## src/rtl/vend_pkg.sv

```systemverilog
package vend_pkg;
  typedef enum logic [1:0] {
    COIN_NONE    = 2'b00,
    COIN_NICKEL  = 2'b01,
    COIN_DIME    = 2'b10,
    COIN_QUARTER = 2'b11
  } coin_e;

  localparam int NICKEL_UNITS  = 1;
  localparam int DIME_UNITS    = 2;
  localparam int QUARTER_UNITS = 5;
endpackage

```

## src/rtl/vend_coin_value.sv

```systemverilog
module vend_coin_value #(
  parameter int W = 4
) (
  input  logic [1:0]   coin_i,
  output logic [W-1:0] units_o
);
  import vend_pkg::*;

  always_comb begin
    unique case (coin_e'(coin_i))
      COIN_NICKEL:  units_o = W'(NICKEL_UNITS);
      COIN_DIME:    units_o = W'(DIME_UNITS);
      COIN_QUARTER: units_o = W'(QUARTER_UNITS);
      default:      units_o = '0;
    endcase
  end
endmodule

```

## src/rtl/vend_step.sv

```systemverilog
module vend_step #(
  parameter int W     = 4,
  parameter int PRICE = 7
) (
  input  logic [W-1:0] cur_i,
  input  logic         legal_i,
  input  logic [W-1:0] add_i,
  output logic [W-1:0] nxt_o
);
  localparam logic [W-1:0] PriceW = W'(PRICE);

  // accumulate below price, leave the vend state to zero, count payout down
  always_comb begin
    if (!legal_i)               nxt_o = '0;
    else if (cur_i < PriceW)    nxt_o = cur_i + add_i;
    else if (cur_i == PriceW)   nxt_o = '0;
    else                        nxt_o = cur_i - W'(1);
  end
endmodule

```

## src/rtl/vend_state_reg.sv

```systemverilog
module vend_state_reg #(
  parameter bit ONE_HOT = 1'b0,
  parameter int W       = 4,
  parameter int NS      = 12
) (
  input  logic         clk,
  input  logic         rst,
  input  logic [W-1:0] nxt_i,
  output logic [W-1:0] cur_o,
  output logic         legal_o
);
  generate
    if (ONE_HOT) begin : g_onehot
      logic [NS-1:0] oh_q;

      always_ff @(posedge clk) begin
        if (rst) oh_q <= NS'(1);
        else     oh_q <= NS'(1) << nxt_i;
      end

      always_comb begin
        cur_o = '0;
        for (int i = 0; i < NS; i++)
          if (oh_q[i]) cur_o = cur_o | W'(i);
        legal_o = $onehot(oh_q);
      end

      // the one-hot register never leaves the single-bit form
      a_r9_onehot_single: assert property (@(posedge clk) disable iff (rst)
        !$past(rst) |-> $onehot(oh_q));
    end else begin : g_binary
      logic [W-1:0] bin_q;

      always_ff @(posedge clk) begin
        if (rst) bin_q <= '0;
        else     bin_q <= nxt_i;
      end

      assign cur_o   = bin_q;
      assign legal_o = (bin_q < W'(NS));
    end
  endgenerate
endmodule

```

## src/rtl/vend_ctrl.sv

```systemverilog
module vend_ctrl #(
  parameter bit ONE_HOT       = 1'b0,
  parameter int PRICE_UNITS   = 7,
  parameter int QUARTER_UNITS = 5,
  localparam int MAX_UNITS    = PRICE_UNITS - 1 + QUARTER_UNITS,
  localparam int NUM_STATES   = MAX_UNITS + 1,
  localparam int CREDIT_W     = $clog2(NUM_STATES)
) (
  input  logic                clk,
  input  logic                rst,
  input  logic [1:0]          coin_i,
  output logic                vend_o,
  output logic                nickel_n_o,
  output logic [CREDIT_W-1:0] credit_o
);
  localparam logic [CREDIT_W-1:0] PriceW = CREDIT_W'(PRICE_UNITS);

  logic [CREDIT_W-1:0] add_units, cur_units, nxt_units;
  logic                cur_legal;

  vend_coin_value #(.W(CREDIT_W)) u_coin (
    .coin_i  (coin_i),
    .units_o (add_units)
  );

  vend_step #(.W(CREDIT_W), .PRICE(PRICE_UNITS)) u_step (
    .cur_i   (cur_units),
    .legal_i (cur_legal),
    .add_i   (add_units),
    .nxt_o   (nxt_units)
  );

  vend_state_reg #(.ONE_HOT(ONE_HOT), .W(CREDIT_W), .NS(NUM_STATES)) u_state (
    .clk     (clk),
    .rst     (rst),
    .nxt_i   (nxt_units),
    .cur_o   (cur_units),
    .legal_o (cur_legal)
  );

  // registered Moore outputs decoded from the next state
  always_ff @(posedge clk) begin
    if (rst) begin
      vend_o     <= 1'b0;
      nickel_n_o <= 1'b1;
      credit_o   <= '0;
    end else begin
      vend_o     <= (nxt_units == PriceW);
      nickel_n_o <= !(nxt_units > PriceW);
      credit_o   <= nxt_units;
    end
  end

  // no coin while accumulating keeps the credit
  a_r2_idle_hold: assert property (@(posedge clk) disable iff (rst)
    (credit_o < PriceW && coin_i == 2'b00) |=> $stable(credit_o));

  // payout counts down one unit per clock regardless of coin
  a_r5_payout_step: assert property (@(posedge clk) disable iff (rst)
    (credit_o > PriceW) |=> (credit_o == $past(credit_o) - CREDIT_W'(1)));

  // vend lasts one cycle and is followed by zero credit
  a_r6_vend_once: assert property (@(posedge clk) disable iff (rst)
    vend_o |=> (!vend_o && credit_o == '0));

  // change is never paid in the same cycle as the vend pulse
  a_r4_no_vend_change: assert property (@(posedge clk) disable iff (rst)
    !(vend_o && !nickel_n_o));

  // change line is high whenever credit is still accumulating
  a_r8_accum_no_change: assert property (@(posedge clk) disable iff (rst)
    (credit_o < PriceW) |-> (nickel_n_o && !vend_o));
endmodule

```

## config.mk

```make
export PLATFORM = sky130hd
export DESIGN_NAME = vend_ctrl
export DESIGN_NICKNAME = d
export VERILOG_FILES = /design/src/rtl/vend_pkg.sv /design/src/rtl/vend_coin_value.sv /design/src/rtl/vend_step.sv /design/src/rtl/vend_state_reg.sv /design/src/rtl/vend_ctrl.sv
export SDC_FILE = /design/constraint.sdc
export NUM_CORES = 1
export LEC_CHECK = 0
export ABC_AREA = 1
export BUFFER_PORTS_ARGS = -buffer_cell sky130_fd_sc_hd__buf_2
export CAP_MARGIN = 20
export CORE_AREA = 2 2 39 41
export DETAILED_ROUTE_END_ITERATION = 8
export DIE_AREA = 0 0 41 43
export GPL_ROUTABILITY_DRIVEN = 0
export MAX_ROUTING_LAYER = met4
export SLEW_MARGIN = 5
export SYNTH_ARGS = -nofsm -noshare
export SYNTH_HDL_FRONTEND = slang
export SYNTH_SLANG_ARGS = --single-unit
```

## constraint.sdc

```tcl
create_clock -name clk -period 1.8 [get_ports clk]
set_clock_uncertainty 0.2 [all_clocks]
set_input_delay 0.27 -clock clk [delete_from_list [all_inputs] [get_ports clk]]
set_output_delay 0.27 -clock clk [all_outputs]
set_load 0.05 [all_outputs]
```

==> out/metrics.cfg <==
[sta]
worstMarginPinSlew_ps = 253.5
tns_ps = 0
fin_ws_ps = 107.6
rsz0062_at_grt = false
slew_headroom_pct = 83.08
fin_crit_ps = 1692
max_freq_mhz = 590.9
hold_viol = 0
setup_viol = 0
report.final.slew_viol_count = 0
finalCritPeriodShare_pct = 94.02

[global_routing]
gr-total-overflow = 0
antenna_found_initial = 0
grt_pass1_wl_um = 1200
grtUsageTotal_pct = 10.21
grt_pass1_vias = 348
grt_max_degree = 7

[final_layout]
antenna_cells = 0
final-seq-area_um2 = 121.4
multi_input_area_um2 = 220.2
final_nets = 79
postLayoutCoreUtil_pct = 34.54
syn_to_final_growth_pct = 21.66
fillers = 159
drive_gt1_share_pct = 26.87

[floorplanning]
die_h_um = 43
rows = 14
die_w_um = 41
initial_core_util_pct = 28.39
ioPinCount = 10
die-area_um2 = 1763
core_area_um2 = 1384

[yosys]
netlist.area_leader.share_pct = 30.57
synth_xor_area_share_pct = 0
synthTopCellsByArea = dfxtp_1, ha_1, nand2_1
yosys_warnings = 0
muxShareOfSynthArea_pct = 0
yosysSeqAreaShare_pct = 30.57
synthCells = 56
syn_area_per_cell_um2 = 7.016
syn-cell-area_um2 = 392.9
yosysUniqueCellTypes = 15
synth_compound_area_share_pct = 10.83
synthSimpleGateAreaFrac_pct = 24.20
syn-num-nets = 66
ys_ff_latch = 6
synth_top_family_by_area = simple AND/OR/NAND/NOR gates
yosys.area_share.adder_pct = 21.02
yosys.area.top_type = dfxtp_1

[run]
cap_violations = 0

[clock_network]
cts_buffer_depth = 2
cts_num_sinks = 6
ctsResizeCount = 0
cts_setup_buffers = 0
htree_num_levels = 1
postCtsHoldBufs = 0
insertion_delay_ps = 240
clk_pin_slew_worst_paths_ps = 50
cts_tree = built
root_buffer = clkbuf_4
cts_buffers = 3

[worst_setup_path]
critPathKind = reg -> reg
crit_path_end_kind = flop
startpoint_type = flop
arrival_ps = 1670
crit_path_max_fanout = 6
worst_ep_required_time_ps = 1780

[place]
portBuffers = 9
dpl.hpwl_um = 557.7
place_ws_ps = 75.07

[power_and_ir_drop]
internal_power_mw = 0.3002
p_sw_share_pct = 44.07
worst_ir_drop_vdd_mv = 0.2360
clkPwrFrac_pct = 23.6
switchingPower_mw = 0.2365
power.density_nw_per_um2 = 1123
power.total_mw = 0.5367
pwr-share-comb_pct = 41.9
p_leak_nw = 0.2740
p_seq_share_pct = 34.5

[routing]
wire_per_inst_um = 8.108
drc = 0
dr.first_iter.drc_count = 4
finalWirelength_um = 673
drt_first_pass_iters = 4
ant_nets = 0
dr_total_vias = 335
via_per_inst = 4.036

[status]
status = finished, final reports clean

[min_path]
holdCritPathClass = in -> reg

==> layout by cell type, fill, tap and decap left out, types with 2 or more instances in the layout <==
cell type	n
buf_2	9
nor2_2	2
clkbuf_4	3
nand2_1	15
nand3_1	3
ha_1	5
nor2_1	3
a21oi_1	3
inv_1	12
dfxtp_1	5
==> cells in the mapped netlist <==
cell      number
inv_1         12
o21ai_2        1
inv_2          1
o21ai_0        1
clkbuf_1       1
nand3_1        3
nand2_1       15
nor2_2         2
a21oi_1        3
o21ai_1        1
a21oi_2        1
nor2_1         3
ha_1           5
fa_1           1
dfxtp_1        6
==> layer usage <==
layer	vias up	GRT usage, %	part of all wire [%]
li1	193	-	-
met1	136	11.97	49
met2	4	15.63	48
met3	2	1.571	1.2
met4	0	6.000	2.2
met5	-	-	0
==> layout make-up <==
| type | instances | area share, % |
|---|---|---|
| well taps | 16 | 4.188 |
| flip-flops and latches | 6 | 25.39 |
| clock buffers | 3 | 4.712 |
| repair buffers | 9 | 9.424 |
| inverters | 13 | 10.21 |
| multi-input cells | 36 | 46.07 |
==> critical path: stages (launching register included) <==
cell	delay, ps
dfxtp_2	340
ha_1	230
fa_1	490
inv_1	50
o21ai_2	140
nand3_1	90
nor2_1	90
==> registers in the layout (all words and copies together), names as in the netlist <==
signal and count:
vend_o 1, credit_o 4, nickel_n_o 1
==> cell families (layout without fill, tap and decap cells) <==
family	Yosys count	after routing
and+or+nand+nor	23	23
DFF	6	6
buffers and inverters	14	25
AOI/OAI and AO/OA	7	7
adders and majority gates	6	6
==> through the flow <==
step / hold slack (ps) / instance area (um^2) / std cells
floorplan: 138.3 / 394.1 / 56
global placement: 301.6 / 455.4 / 80
detailed placement: 294.9 / 455.4 / 80
CTS: 42.00 / 478.0 / 83
global route: 46.28 / 478.0 / 83
finish: 38.83 / 478.0 / 83
==> path summary, 6_finish.rpt <==
path | startpoint | endpoint | depth (start not counted) | slack [ps]
worst max-delay path | credit_o[0] | vend_o | 6 | 110
worst min-delay path | rst | credit_o[3] | 2 | 40
worst max register to register | credit_o[0] | vend_o | 6 | 110
worst min register to register | credit_o[0] | credit_o[0] | 3 | 410
==> power by group through the flow <==
stage | clock, mW | combinational, mW | sequential, mW
after floorplan | 0 | 0.109 | 0.256
after global placement | 0 | 0.225 | 0.188
after detailed placement | 0 | 0.227 | 0.189
after CTS | 0.127 | 0.229 | 0.186
after global routing | 0.135 | 0.258 | 0.190
final | 0.127 | 0.225 | 0.185
(Power assumes the default switching activity.)
